### src/rtl/wel_bp_pkg.sv
package wel_bp_pkg;

  typedef enum logic [1:0] {
    LOCK_NONE    = 2'b00,
    LOCK_QUARTER = 2'b01,
    LOCK_HALF    = 2'b10,
    LOCK_ALL     = 2'b11
  } lock_lvl_e;

endpackage

### src/rtl/rst_release.sv
module rst_release #(
  parameter int STAGES = 2
) (
  input  logic clk,
  input  logic rst_n,
  output logic rst_q_n
);

  logic [STAGES-1:0] sync_q;

  generate
    if (STAGES == 1) begin : g_single
      always_ff @(posedge clk or negedge rst_n) begin
        if (!rst_n) sync_q <= '0;
        else        sync_q <= 1'b1;
      end
    end else begin : g_chain
      always_ff @(posedge clk or negedge rst_n) begin
        if (!rst_n) sync_q <= '0;
        else        sync_q <= {sync_q[STAGES-2:0], 1'b1};
      end
    end
  endgenerate

  assign rst_q_n = sync_q[STAGES-1];

endmodule

### src/rtl/wel_latch_ctrl.sv
module wel_latch_ctrl (
  input  logic clk,
  input  logic rst_n,
  input  logic set_req,
  input  logic clr_req,
  input  logic start_ok,
  input  logic done,
  output logic wel_q,
  output logic busy_q
);

  logic wel_d;
  logic busy_d;
  logic st_en;

  // next-state: busy phase owns the latch until completion
  always_comb begin
    wel_d  = wel_q;
    busy_d = busy_q;
    st_en  = 1'b0;
    if (busy_q) begin
      if (done) begin
        wel_d  = 1'b0;
        busy_d = 1'b0;
        st_en  = 1'b1;
      end
    end else if (start_ok) begin
      busy_d = 1'b1;
      st_en  = 1'b1;
    end else if (clr_req) begin
      wel_d  = 1'b0;
      st_en  = 1'b1;
    end else if (set_req) begin
      wel_d  = 1'b1;
      st_en  = 1'b1;
    end
  end

  always_ff @(posedge clk or negedge rst_n) begin
    if (!rst_n) begin
      wel_q  <= 1'b0;
      busy_q <= 1'b0;
    end else if (st_en) begin
      wel_q  <= wel_d;
      busy_q <= busy_d;
    end
  end

endmodule

### src/rtl/bp_zone_reg.sv
module bp_zone_reg
  import wel_bp_pkg::*;
#(
  parameter int ADDR_W = 11
) (
  input  logic              clk,
  input  logic              rst_n,
  input  logic              load_en,
  input  logic [1:0]        load_val,
  input  logic [ADDR_W-1:0] addr,
  output logic [1:0]        bp_q,
  output logic              addr_locked
);

  localparam int          SPAN       = 1 << ADDR_W;
  localparam logic [ADDR_W-1:0] HALF_BASE = ADDR_W'(SPAN / 2);
  localparam logic [ADDR_W-1:0] QTR_BASE  = ADDR_W'(SPAN - SPAN / 4);

  lock_lvl_e lvl;
  logic [1:0] bp_d;

  assign lvl = lock_lvl_e'(bp_q);

  always_comb begin
    unique case (lvl)
      LOCK_NONE:    addr_locked = 1'b0;
      LOCK_QUARTER: addr_locked = (addr >= QTR_BASE);
      LOCK_HALF:    addr_locked = (addr >= HALF_BASE);
      LOCK_ALL:     addr_locked = 1'b1;
      default:      addr_locked = 1'b1;
    endcase
  end

  always_comb begin
    bp_d = bp_q;
    if (load_en) bp_d = load_val;
  end

  always_ff @(posedge clk or negedge rst_n) begin
    if (!rst_n)       bp_q <= 2'b00;
    else if (load_en) bp_q <= bp_d;
  end

endmodule

### src/rtl/wel_bp_guard.sv
module wel_bp_guard #(
  parameter int ADDR_W      = 11,
  parameter int SYNC_STAGES = 2
) (
  input  logic              clk,
  input  logic              rst_n,
  input  logic              wren_pls,
  input  logic              wrdi_pls,
  input  logic              wr_start,
  input  logic              wrsr_start,
  input  logic              prog_done,
  input  logic [ADDR_W-1:0] tgt_addr,
  input  logic              wp_pin,
  input  logic [1:0]        bp_wdata,
  output logic              prog_grant,
  output logic              wel,
  output logic              busy,
  output logic [1:0]        bp
);

  logic rst_q_n;
  logic addr_locked;
  logic may_prog;
  logic data_ok;
  logic stat_ok;

  rst_release #(.STAGES(SYNC_STAGES)) u_rst (
    .clk     (clk),
    .rst_n   (rst_n),
    .rst_q_n (rst_q_n)
  );

  // permission: pin, latch and idle engine gate both start kinds
  assign may_prog   = wp_pin & wel & ~busy;
  assign data_ok    = may_prog & wr_start & ~addr_locked;
  assign stat_ok    = may_prog & wrsr_start;
  assign prog_grant = data_ok | stat_ok;

  wel_latch_ctrl u_latch (
    .clk      (clk),
    .rst_n    (rst_q_n),
    .set_req  (wren_pls),
    .clr_req  (wrdi_pls),
    .start_ok (prog_grant),
    .done     (prog_done),
    .wel_q    (wel),
    .busy_q   (busy)
  );

  bp_zone_reg #(.ADDR_W(ADDR_W)) u_zone (
    .clk         (clk),
    .rst_n       (rst_q_n),
    .load_en     (stat_ok),
    .load_val    (bp_wdata),
    .addr        (tgt_addr),
    .bp_q        (bp),
    .addr_locked (addr_locked)
  );

endmodule

### config.mk
export PLATFORM = sky130hd
export DESIGN_NAME = wel_bp_guard
export DESIGN_NICKNAME = d
export VERILOG_FILES = /design/src/rtl/wel_bp_pkg.sv /design/src/rtl/rst_release.sv /design/src/rtl/wel_latch_ctrl.sv /design/src/rtl/bp_zone_reg.sv /design/src/rtl/wel_bp_guard.sv
export SDC_FILE = /design/constraint.sdc
export NUM_CORES = 1
export LEC_CHECK = 0
export ABC_CLOCK_PERIOD_IN_PS = 1400
export BUFFER_PORTS_ARGS = -buffer_cell sky130_fd_sc_hd__buf_2
export CORE_AREA = 2 2 39 41
export CTS_BUF_LIST = sky130_fd_sc_hd__clkbuf_4 sky130_fd_sc_hd__clkbuf_8 sky130_fd_sc_hd__clkbuf_16
export DETAILED_ROUTE_END_ITERATION = 12
export DIE_AREA = 0 0 41 43
export MAX_ROUTING_LAYER = met4
export SLEW_MARGIN = 20
export SYNTH_ARGS = -nofsm -noshare
export SYNTH_HDL_FRONTEND = slang
export SYNTH_SLANG_ARGS = --single-unit
export TNS_END_PERCENT = 10
### constraint.sdc
create_clock -name clk -period 1.4 [get_ports clk]
set_input_delay 0.14 -clock clk [delete_from_list [all_inputs] [get_ports clk]]
set_output_delay 0.14 -clock clk [all_outputs]
set_load 0.02 [all_outputs]
==> summary.txt, run 1 <==
Clock tree
  – Clk Tree Root Cell: clkbuf_4
  – H-Tree Depth: 1
  – Clock sinks: 6
  – CTS clk-pin slew, worst paths: 0.04 ns
  – Worst-Skew Late Latency: 0.24 ns
  – Max Root-Sink Buffers: 2
  – CTS tree: yes
  – CTS buffer count: 3

Timing
  – Max frequency: 743 MHz
  – Final setup viols: 0
  – Layout Skew: 0.000105 ns
  – Period minus WS final: 1.35 ns
  – Final number of max-transition violations: 0
  – Unrepaired setup endpoints after global routing: yes
  – Setup TNS: 0 ns
  – Period utilization: 96.1%
  – WHS: 0.0560 ns
  – Final Hold Viols: 0

Layout
  – Fillers: 144
  – Diode count: 0
  – Syn-to-layout area delta: 58.7%
  – Nets: 67
  – Most common cell after layout, fill and taps aside: buf_2
  – Post-route design area: 443 µm²
  – Register area: 153 µm²
  – Share of cells above drive strength 1: 68.2%
  – Commonest non-fill, non-tap cells in the layout: buf_2, dfrtp_1, clkbuf_4
  – Layout Utilization: 32.0%
  – Area of the multi-input gates: 133 µm²

Setup path
  – WP data arrival: 1.21 ns
  – Required time of the critical path: 1.26 ns
  – CP startpoint kind: register
  – Crit Path Max Fanout: 4
  – WS Path Type: reg -> out
  – Crit. End Element: primary output
  – R2R cell count: 3

Power and ir drop
  – P_int: 515 µW
  – Gate power share: 43.6%
  – Maximum vdd ir drop: 0.583 mV
  – NetSw: 279 µW
  – Static Leakage: 0.000232 µW
  – Total power density per cell area: 1790 nW/µm²
  – Final Power: 794 µW
  – Sequential power share: 37.1%
  – Clock Power Share: 19.4%
  – Sw Share: 35.1%

Synthesis
  – Synth Register Bits: 6
  – Post-synth top area share: 53.8%
  – Ranking of synthesized cells by area: dfrtp_1, mux2_4, o21a_1
  – Cell taking the most area after synthesis: dfrtp_1
  – YS warnings: 0
  – Mapped Area: 279 µm²
  – Yosys cell types: 14
  – Seq/Total Area, Yosys: 53.8%
  – Syn_nets: 43
  – Synthesized area per cell: 12.7 µm²
  – Syn Inst Count: 22

Drt
  – Wire per inst: 9.65 µm
  – WL final: 579 µm
  – DR pass1 iterations: 2
  – Routed Antenna Nets: 0
  – Vias: 256
  – DR iter-0 viols: 4
  – Via/cell ratio: 4.27
  – DRC viols: 0

Die
  – Die Ht: 43 µm
  – Initial Util: 20.2%
  – Num ports: 26
  – Core area: 1380 µm²
  – Die width: 41 µm
  – Total die area: 1760 µm²
  – Row cnt: 14

Hold path
  – Worst min path class: reg -> async

Placed design
  – HPWL after DPL: 479 µm
  – DP Area: 379 µm²
  – # port buffers: 16
  – GPL Wtd Cong: 0.678

GRT
  – Vias in the first global route: 221
  – GRT overflow: 0
  – Global-route wire length before repair: 841 µm
  – Initial antenna violation count: 0
  – Total Routing Usage GR: 7.80%
  – Largest net degree at the start of global routing: 5

Run
  – Max cap viols: 0

Status
  – Status: completed
worst max-delay path: stages (launching register included):
cell and delay (ns):
dfrtp_2 0.43, a21boi_2 0.17, o21a_1 0.14, o21a_1 0.12
buf_6 0.11
power by group through the flow:
| stage | sequential [µW] | clock [µW] | combinational, µW |
|---|---|---|---|
| after floorplan | 335 | 0 | 134 |
| after global placement | 280 | 0 | 285 |
| after detailed placement | 283 | 0 | 289 |
| after CTS | 292 | 163 | 298 |
| after global routing | 306 | 175 | 382 |
| final | 294 | 154 | 346 |
through the flow:
stage,cells,worst slack [ns]
floorplan,22,0.172
global placement,54,0.185
detailed placement,54,0.158
finish,60,0.0541
CTS,58,0.00753
global route,60,-0.00478
cell usage after synthesis (all sizes together):
| master | n |
|---|---|
| dfrtp | 6 |
| mux2 | 3 |
| a21oi | 2 |
| o21a | 2 |
| a21boi | 1 |
| a31oi | 1 |
| and3b | 1 |
| conb | 1 |
| inv | 1 |
| nand2 | 1 |
| nand3 | 1 |
| o211ai | 1 |
| or2b | 1 |
kinds of logic (layout without fill, tap and decap cells):
group                  count (synthesis)  count (layout)  synth area share [%]
other                                  1               1                  1.34
flip-flops                             6               6                  53.8
buffers and inverters                  1              23                  1.34
AND/OR/NAND/NOR                        4               4                  12.1
multiplexers                           3               3                  14.8
AO/OA/AOI/OAI                          7               7                  16.6
layout make-up:
cell class / instances / share of cell area (%)
flip-flops and latches: 6 / 34.5
multi-input cells: 15 / 29.9
repair buffers: 19 / 25.1
clock buffers: 3 / 5.08
well taps: 16 / 4.52
inverters: 1 / 0.847
sequential cells by signal, indices dropped and copies added, names as in the netlist:
name,cells
u_rst.sync_q,2
u_zone.bp_q,2
u_latch.busy_q,1
u_latch.wel_q,1
layer usage:
layer | track usage, % | part of all wire (%) | vias up
met5 | - | 0 | -
met4 | 6.00 | 0 | 0
met3 | 3.14 | 15 | 0
met2 | 10.0 | 38 | 17
met1 | 9.33 | 47 | 113
li1 | - | - | 126
final timing paths:
check / from / endpoint / slack, ns
min in group clk: bp_wdata[0] / u_zone.bp_q[0] / 0.13
hold / removal: u_rst.sync_q[1] / u_latch.busy_q / 0.06
setup / recovery: u_zone.bp_q[1] / prog_grant / 0.05
max in group asynchronous: rst_n / u_rst.sync_q[1] / 1.09
hold reg to reg: u_rst.sync_q[1] / u_latch.busy_q / 0.06
setup reg to reg: u_latch.busy_q / u_zone.bp_q[1] / 0.23
timing repair:
action                     4_1_cts  5_1_grt
resized for setup                3        4
pin swaps                        0        1
setup endpoints to repair        1        1
hold endpoints to repair         2        0
hold buffers                     1        0
setup buffers                    0        2
Note: power is estimated with default switching activity, not from simulation.
==> run 2, diff against run 1 <==
--- a/config.mk
+++ b/config.mk
@@ -7,10 +7,11 @@
 export LEC_CHECK = 0
 export ABC_CLOCK_PERIOD_IN_PS = 1400
 export BUFFER_PORTS_ARGS = -buffer_cell sky130_fd_sc_hd__buf_2
-export CORE_AREA = 2 2 39 41
+export CORE_AREA = 4 4 41 43
 export CTS_BUF_LIST = sky130_fd_sc_hd__clkbuf_4 sky130_fd_sc_hd__clkbuf_8 sky130_fd_sc_hd__clkbuf_16
 export DETAILED_ROUTE_END_ITERATION = 12
-export DIE_AREA = 0 0 41 43
+export DIE_AREA = 0 0 45 47
+export GPL_TIMING_DRIVEN = 0
 export MAX_ROUTING_LAYER = met4
 export SLEW_MARGIN = 20
 export SYNTH_ARGS = -nofsm -noshare
==> summary.txt, run 2 (synthesis gave the netlist of run 1 again) <==
Setup path
  – Worst R2R Start: u_latch.busy_q
  – Crit. End Element: primary output
  – Required time of the critical path: 1.26 ns (about the same)
  – CP startpoint kind: register
  – R2R cell count: 3 (unchanged)
  – R2r setup slk: 0.23 ns (about the same)
  – WS Path Type: reg -> out
  – R2R Path End: u_zone.bp_q[0]
  – Crit Path Max Fanout: 3 (-1)
  – WP data arrival: 1.20 ns (about the same)
  – Critical path origin: u_zone.bp_q[0]
  – Crit path capture: prog_grant

Clock tree
  – Max Root-Sink Buffers: 2 (unchanged)
  – Clk Tree Root Cell: clkbuf_4
  – CTS tree: yes
  – Clock sinks: 6 (unchanged)
  – H-Tree Depth: 1 (unchanged)
  – Worst-Skew Late Latency: 0.25 ns (about the same)
  – CTS buffer count: 3 (unchanged)
  – CTS clk-pin slew, worst paths: 0.05 ns (about the same)

Layout
  – Diode count: 0 (unchanged)
  – Post-route design area: 437 µm² (-1.4%)
  – Commonest non-fill, non-tap cells in the layout: buf_2, dfrtp_1, clkbuf_4, buf_4
  – Syn-to-layout area delta: 56.5%
  – Count of non-filler cells in the finished layout: 59 (-1.7%)
  – Largest registers: u_rst.sync_q x2, u_zone.bp_q x2
  – Share of cells above drive strength 1: 65.9% (-2.3 points)
  – Nets: 67 (unchanged)
  – Most common cell after layout, fill and taps aside: buf_2

Die
  – Row cnt: 13 (-1)
  – Die Ht: 47 µm (+9.3%)
  – Num ports: 26 (unchanged)
  – Core area: 1300 µm² (-6.0%)
  – Initial Util: 21.4% (+1.3 points)
  – Die width: 45 µm (+9.8%)
  – Total die area: 2120 µm² (+20%)

GRT
  – GRT overflow: 0 (unchanged)
  – Initial antenna violation count: 0 (unchanged)
  – Global-route wire length before repair: 952 µm (+13%)
  – Total Routing Usage GR: 7.16% (-0.64 points)
  – Largest net degree at the start of global routing: 5 (unchanged)
  – Vias in the first global route: 239 (+8.1%)

Placed design
  – Pre-CTS setup slack: 0.199 ns (+0.0412 ns)
  – Placed insts: 53 (-1.9%)
  – # port buffers: 16 (unchanged)
  – DP Area: 378 µm² (-0.33%)
  – GPL Wtd Cong: 0.689 (+1.7%)

Timing
  – Setup TNS: 0 ns (unchanged)
  – Final Hold Viols: 0 (unchanged)
  – Period minus WS final: 1.34 ns (-0.0100 ns)
  – WHS: 0.0580 ns (+0.00196 ns)
  – Final number of max-transition violations: 0 (unchanged)
  – Period utilization: 95.4% (-0.72 points)
  – Final setup viols: 0 (unchanged)
  – Max frequency: 749 MHz (+0.75%)
  – Setup WS post-layout: 0.0642 ns (+0.0100 ns)
  – Layout Skew: 0.000910 ns (+0.000805 ns)

Power and ir drop
  – Static Leakage: 0.000233 µW (+0.12%)
  – Sequential power share: 35.4% (-1.7 points)
  – P_int: 510 µW (-0.96%)
  – NetSw: 282 µW (+0.91%)
  – Gate power share: 44.0% (+0.4 points)
  – Sw Share: 35.6% (+0.43 points)
  – Maximum vdd ir drop: 0.867 mV (+49%)
  – Total power density per cell area: 1810 nW/µm² (+1.1%)
  – Clock Power Share: 20.6% (+1.2 points)

Hold path
  – Worst min path class: reg -> async

Drt
  – Max Used Layer: met4
  – Routed Antenna Nets: 0 (unchanged)
  – Via/cell ratio: 4.24 (-0.69%)
  – DR pass1 iterations: 1 (-1)
  – WL met2: 257 µm (+17%)
  – Met1 WL: 246 µm (-11%)
  – Met3 routed WL: 98 µm (+15%)
  – DRC viols: 0 (unchanged)
  – DR iter-0 viols: 0 (-4)
  – Wire per inst: 10.4 µm (+7.7%)
  – WL final: 613 µm (+5.9%)
  – Vias: 250 (-2.3%)

Run
  – Max cap viols: 0 (unchanged)

Status
  – Status: completed
run 2: cell count changes in the layout (fill, tap and decap cells not counted):
cell	previous run	this run
dfrtp_2	2	1
buf_4	2	3
dfrtp_1	4	5
buf_6	1	0
run 2: worst min path at each step:
stage	startpoint	end	slack, ns
6_report	u_rst.sync_q[1]	u_latch.busy_q	0.06
5_1_grt	u_rst.sync_q[1]	u_zone.bp_q[0]	0.09
4_1_cts	u_rst.sync_q[1]	u_zone.bp_q[1]	0.06
3_5_place_dp	rst_n	u_rst.sync_q[1]	-0.07
3_3_place_gp	rst_n	u_rst.sync_q[0]	-0.07
2_1_floorplan	rst_n	u_rst.sync_q[0]	-0.16
run 2: power groups by stage:
stage	Clock (µW)	Sequential [µW]	Combinational, µW
5_1_grt	186	290	376
3_3_place_gp	0	278	284
4_1_cts	170	282	293
6_report	163	280	348
3_5_place_dp	0	277	287
2_1_floorplan	0	335	134
run 2: timing repair:
| item | CTS | global route |
|---|---|---|
| pin swaps | 0 | 1 |
| hold buffers | 1 | 0 |
| resized for setup | 2 | 3 |
| buffers inserted | 0 | 2 |
| hold endpoints to repair | 2 | 0 |
| setup endpoints to repair | 1 | 1 |
run 2: metrics by stage:
step | total power [µW] | util [%]
after floorplan | 469 | -
after global placement | 562 | 29.0
after detailed placement | 564 | 29.0
after CTS | 745 | 31.8
after global routing | 853 | 33.6
final | 791 | 33.6
run 2: layer usage:
layer / track usage (%) / vias to the layer above
li1: - / 123
met1: 7.69 / 110
met2: 9.32 / 15
met3: 5.75 / 2
met4: 3.51 / 0
met5: - / -
run 2: cell type report:
type	instances	area [µm²]
fill	147	865
sequential	6	151
multi-input combinational	15	133
timing repair buffer	19	108
clock buffer	3	22.5
tap	15	18.8
inverter	1	3.75
run 2: critical path, cell delays in order, from the launching register on:
cell	delay (ns)
dfrtp_1	0.39
a21oi_2	0.08
o21a_1	0.17
o21a_1	0.16
buf_4	0.15
==> run 3, diff against run 2 <==
==> constraint.sdc (replaced) <==
create_clock -name clk -period 1.4 [get_ports clk]
set_input_delay 0.14 -clock clk [delete_from_list [all_inputs] [get_ports clk]]
set_output_delay 0.14 -clock clk [all_outputs]
set_load 0.05 [all_outputs]
==> summary.txt, run 3 (synthesis gave the netlist of run 1 again) <==
Layout
  – Share of cells above drive strength 1: 71.7% (+5.8 points)
  – Syn-to-layout area delta: 65.5%
  – Post-route design area: 462 µm² (+5.7%)
  – Fillers: 146 (-0.68%)
  – Commonest non-fill, non-tap cells in the layout: buf_2, clkbuf_4, dfrtp_1
  – Most common cell after layout, fill and taps aside: buf_2
  – Register area: 153 µm² (+0.83%)
  – Largest registers: u_rst.sync_q x2, u_zone.bp_q x2
  – Diode count: 0 (unchanged)
  – Area of the multi-input gates: 134 µm² (+0.94%)
  – Nets: 68 (+1.5%)

Placed design
  – # port buffers: 16 (unchanged)
  – DP Area: 382 µm² (+0.99%)
  – HPWL after DPL: 452 µm
  – Pre-CTS setup slack: 0.110 ns (-0.0892 ns)
  – GPL Wtd Cong: 0.678 (-1.7%)

Setup path
  – WS Path Type: reg -> out
  – Worst R2R Start: u_latch.busy_q
  – Crit Path Max Fanout: 3 (unchanged)
  – Crit. End Element: primary output
  – Required time of the critical path: 1.26 ns (about the same)
  – Critical path origin: u_zone.bp_q[0]
  – WP data arrival: 1.22 ns (+0.02 ns)
  – CP startpoint kind: register

Clock tree
  – Clk Tree Root Cell: clkbuf_4
  – Worst-Skew Late Latency: 0.25 ns (about the same)
  – CTS clk-pin slew, worst paths: 0.05 ns (about the same)
  – CTS tree: yes
  – CTS buffer count: 3 (unchanged)
  – Clock sinks: 6 (unchanged)
  – H-Tree Depth: 1 (unchanged)
  – Max Root-Sink Buffers: 2 (unchanged)

Drt
  – Routed Antenna Nets: 0 (unchanged)
  – DR iter-0 viols: 1 (+1)
  – DR pass1 iterations: 4 (+3)
  – Vias: 246 (-1.6%)
  – Via/cell ratio: 4.03 (-4.8%)
  – WL final: 614 µm (+0.16%)
  – DRC viols: 0 (unchanged)
  – Wire per inst: 10.1 µm (-3.1%)

GRT
  – Global-route wire length before repair: 869 µm (-8.7%)
  – Total Routing Usage GR: 6.42% (-0.74 points)
  – Vias in the first global route: 240 (+0.42%)
  – Initial antenna violation count: 0 (unchanged)
  – GRT overflow: 0 (unchanged)
  – Largest net degree at the start of global routing: 5 (unchanged)

Timing
  – Period minus WS final: 1.36 ns (+0.0265 ns)
  – Final setup viols: 0 (unchanged)
  – Layout Skew: 0.0121 ns (+0.0112 ns)
  – Final Hold Viols: 0 (unchanged)
  – Period utilization: 97.3% (+1.9 points)
  – Unrepaired setup endpoints after global routing: yes
  – Max frequency: 734 MHz (-1.9%)
  – Setup WS post-layout: 0.0376 ns (-0.0265 ns)
  – Final number of max-transition violations: 0 (unchanged)

Run
  – Max cap viols: 0 (unchanged)

Status
  – Status: completed

Die
  – Core area: 1300 µm² (unchanged)
  – Die Ht: 47 µm (unchanged)
  – Num ports: 26 (unchanged)
  – Total die area: 2120 µm² (unchanged)
  – Die width: 45 µm (unchanged)
  – Row cnt: 13 (unchanged)
  – Initial Util: 21.4% (unchanged)

Power and ir drop
  – Maximum vdd ir drop: 1.35 mV (+56%)
  – Total power density per cell area: 2110 nW/µm² (+17%)
  – Final Power: 976 µW (+23%)
  – Static Leakage: 0.000244 µW (+4.8%)

Hold path
  – Worst min path class: reg -> async
## run 3: cell types whose count changed in the layout (fill, tap and decap cells not counted), sizes merged
cell | before | now
clkbuf | 3 | 4
buf | 18 | 19
## run 3: worst paths after layout
kind	endpoint	slack (ns)	cells past startpoint
max	prog_grant	0.04	4
min	u_latch.wel_q	0.06	0
max reg2reg	u_zone.bp_q[0]	0.13	4
min reg2reg	u_latch.wel_q	0.06	0
max in group asynchronous	u_rst.sync_q[0]	1.09	2
min in group clk	u_zone.bp_q[1]	0.13	2
## run 3: repair_timing
item | 4_1_cts | 5_1_grt
buffers inserted | 1 | 2
gates cloned | 0 | 0
resized for setup | 4 | 2
endpoints found under the setup margin | 1 | 1
endpoints found under the hold margin | 2 | 0
hold buffers | 1 | 0
## run 3: per-stage QoR
stage                       TNS (ns)  instances  utilization [%]  hold slack [ns]
after CTS                          0         59             33.8           0.0635
after floorplan           -0.0000322         22                -           -0.156
final                              0         61             35.5           0.0592
after global routing         -0.0286         61             35.5           0.0903
after global placement             0         53             29.3          -0.0737
after detailed placement           0         53             29.3          -0.0712
## run 3: cell type report
| type | count | area share, % |
|---|---|---|
| Timing Repair Buffer | 20 | 26.6 |
| Inverter | 1 | 0.813 |
| Sequential cell | 6 | 33.1 |
| Multi-Input combinational cell | 15 | 29.0 |
| Tap cell | 15 | 4.07 |
| Clock buffer | 4 | 6.50 |
## run 3: critical path: stages (launching register included)
cell,delay (ns)
dfrtp_1,0.38
a21oi_2,0.08
o21a_1,0.17
o21a_2,0.20
buf_8,0.15
## run 3: report_power, final
part           internal, µW  switching [µW]
combinational           198             303
clock                   128            67.4
sequential              232            48.4
total                   558             419
## run 3: metal layers
| metal | track usage (%) | wire [µm] | vias up | part of all wire [%] |
|---|---|---|---|---|
| met5 | - | 0 | - | 0 |
| li1 | - | - | 125 | - |
| met2 | 8.19 | 243 | 15 | 40 |
| met1 | 7.23 | 287 | 106 | 47 |
| met3 | 5.75 | 83 | 0 | 14 |
| met4 | 1.75 | 0 | 0 | 0 |
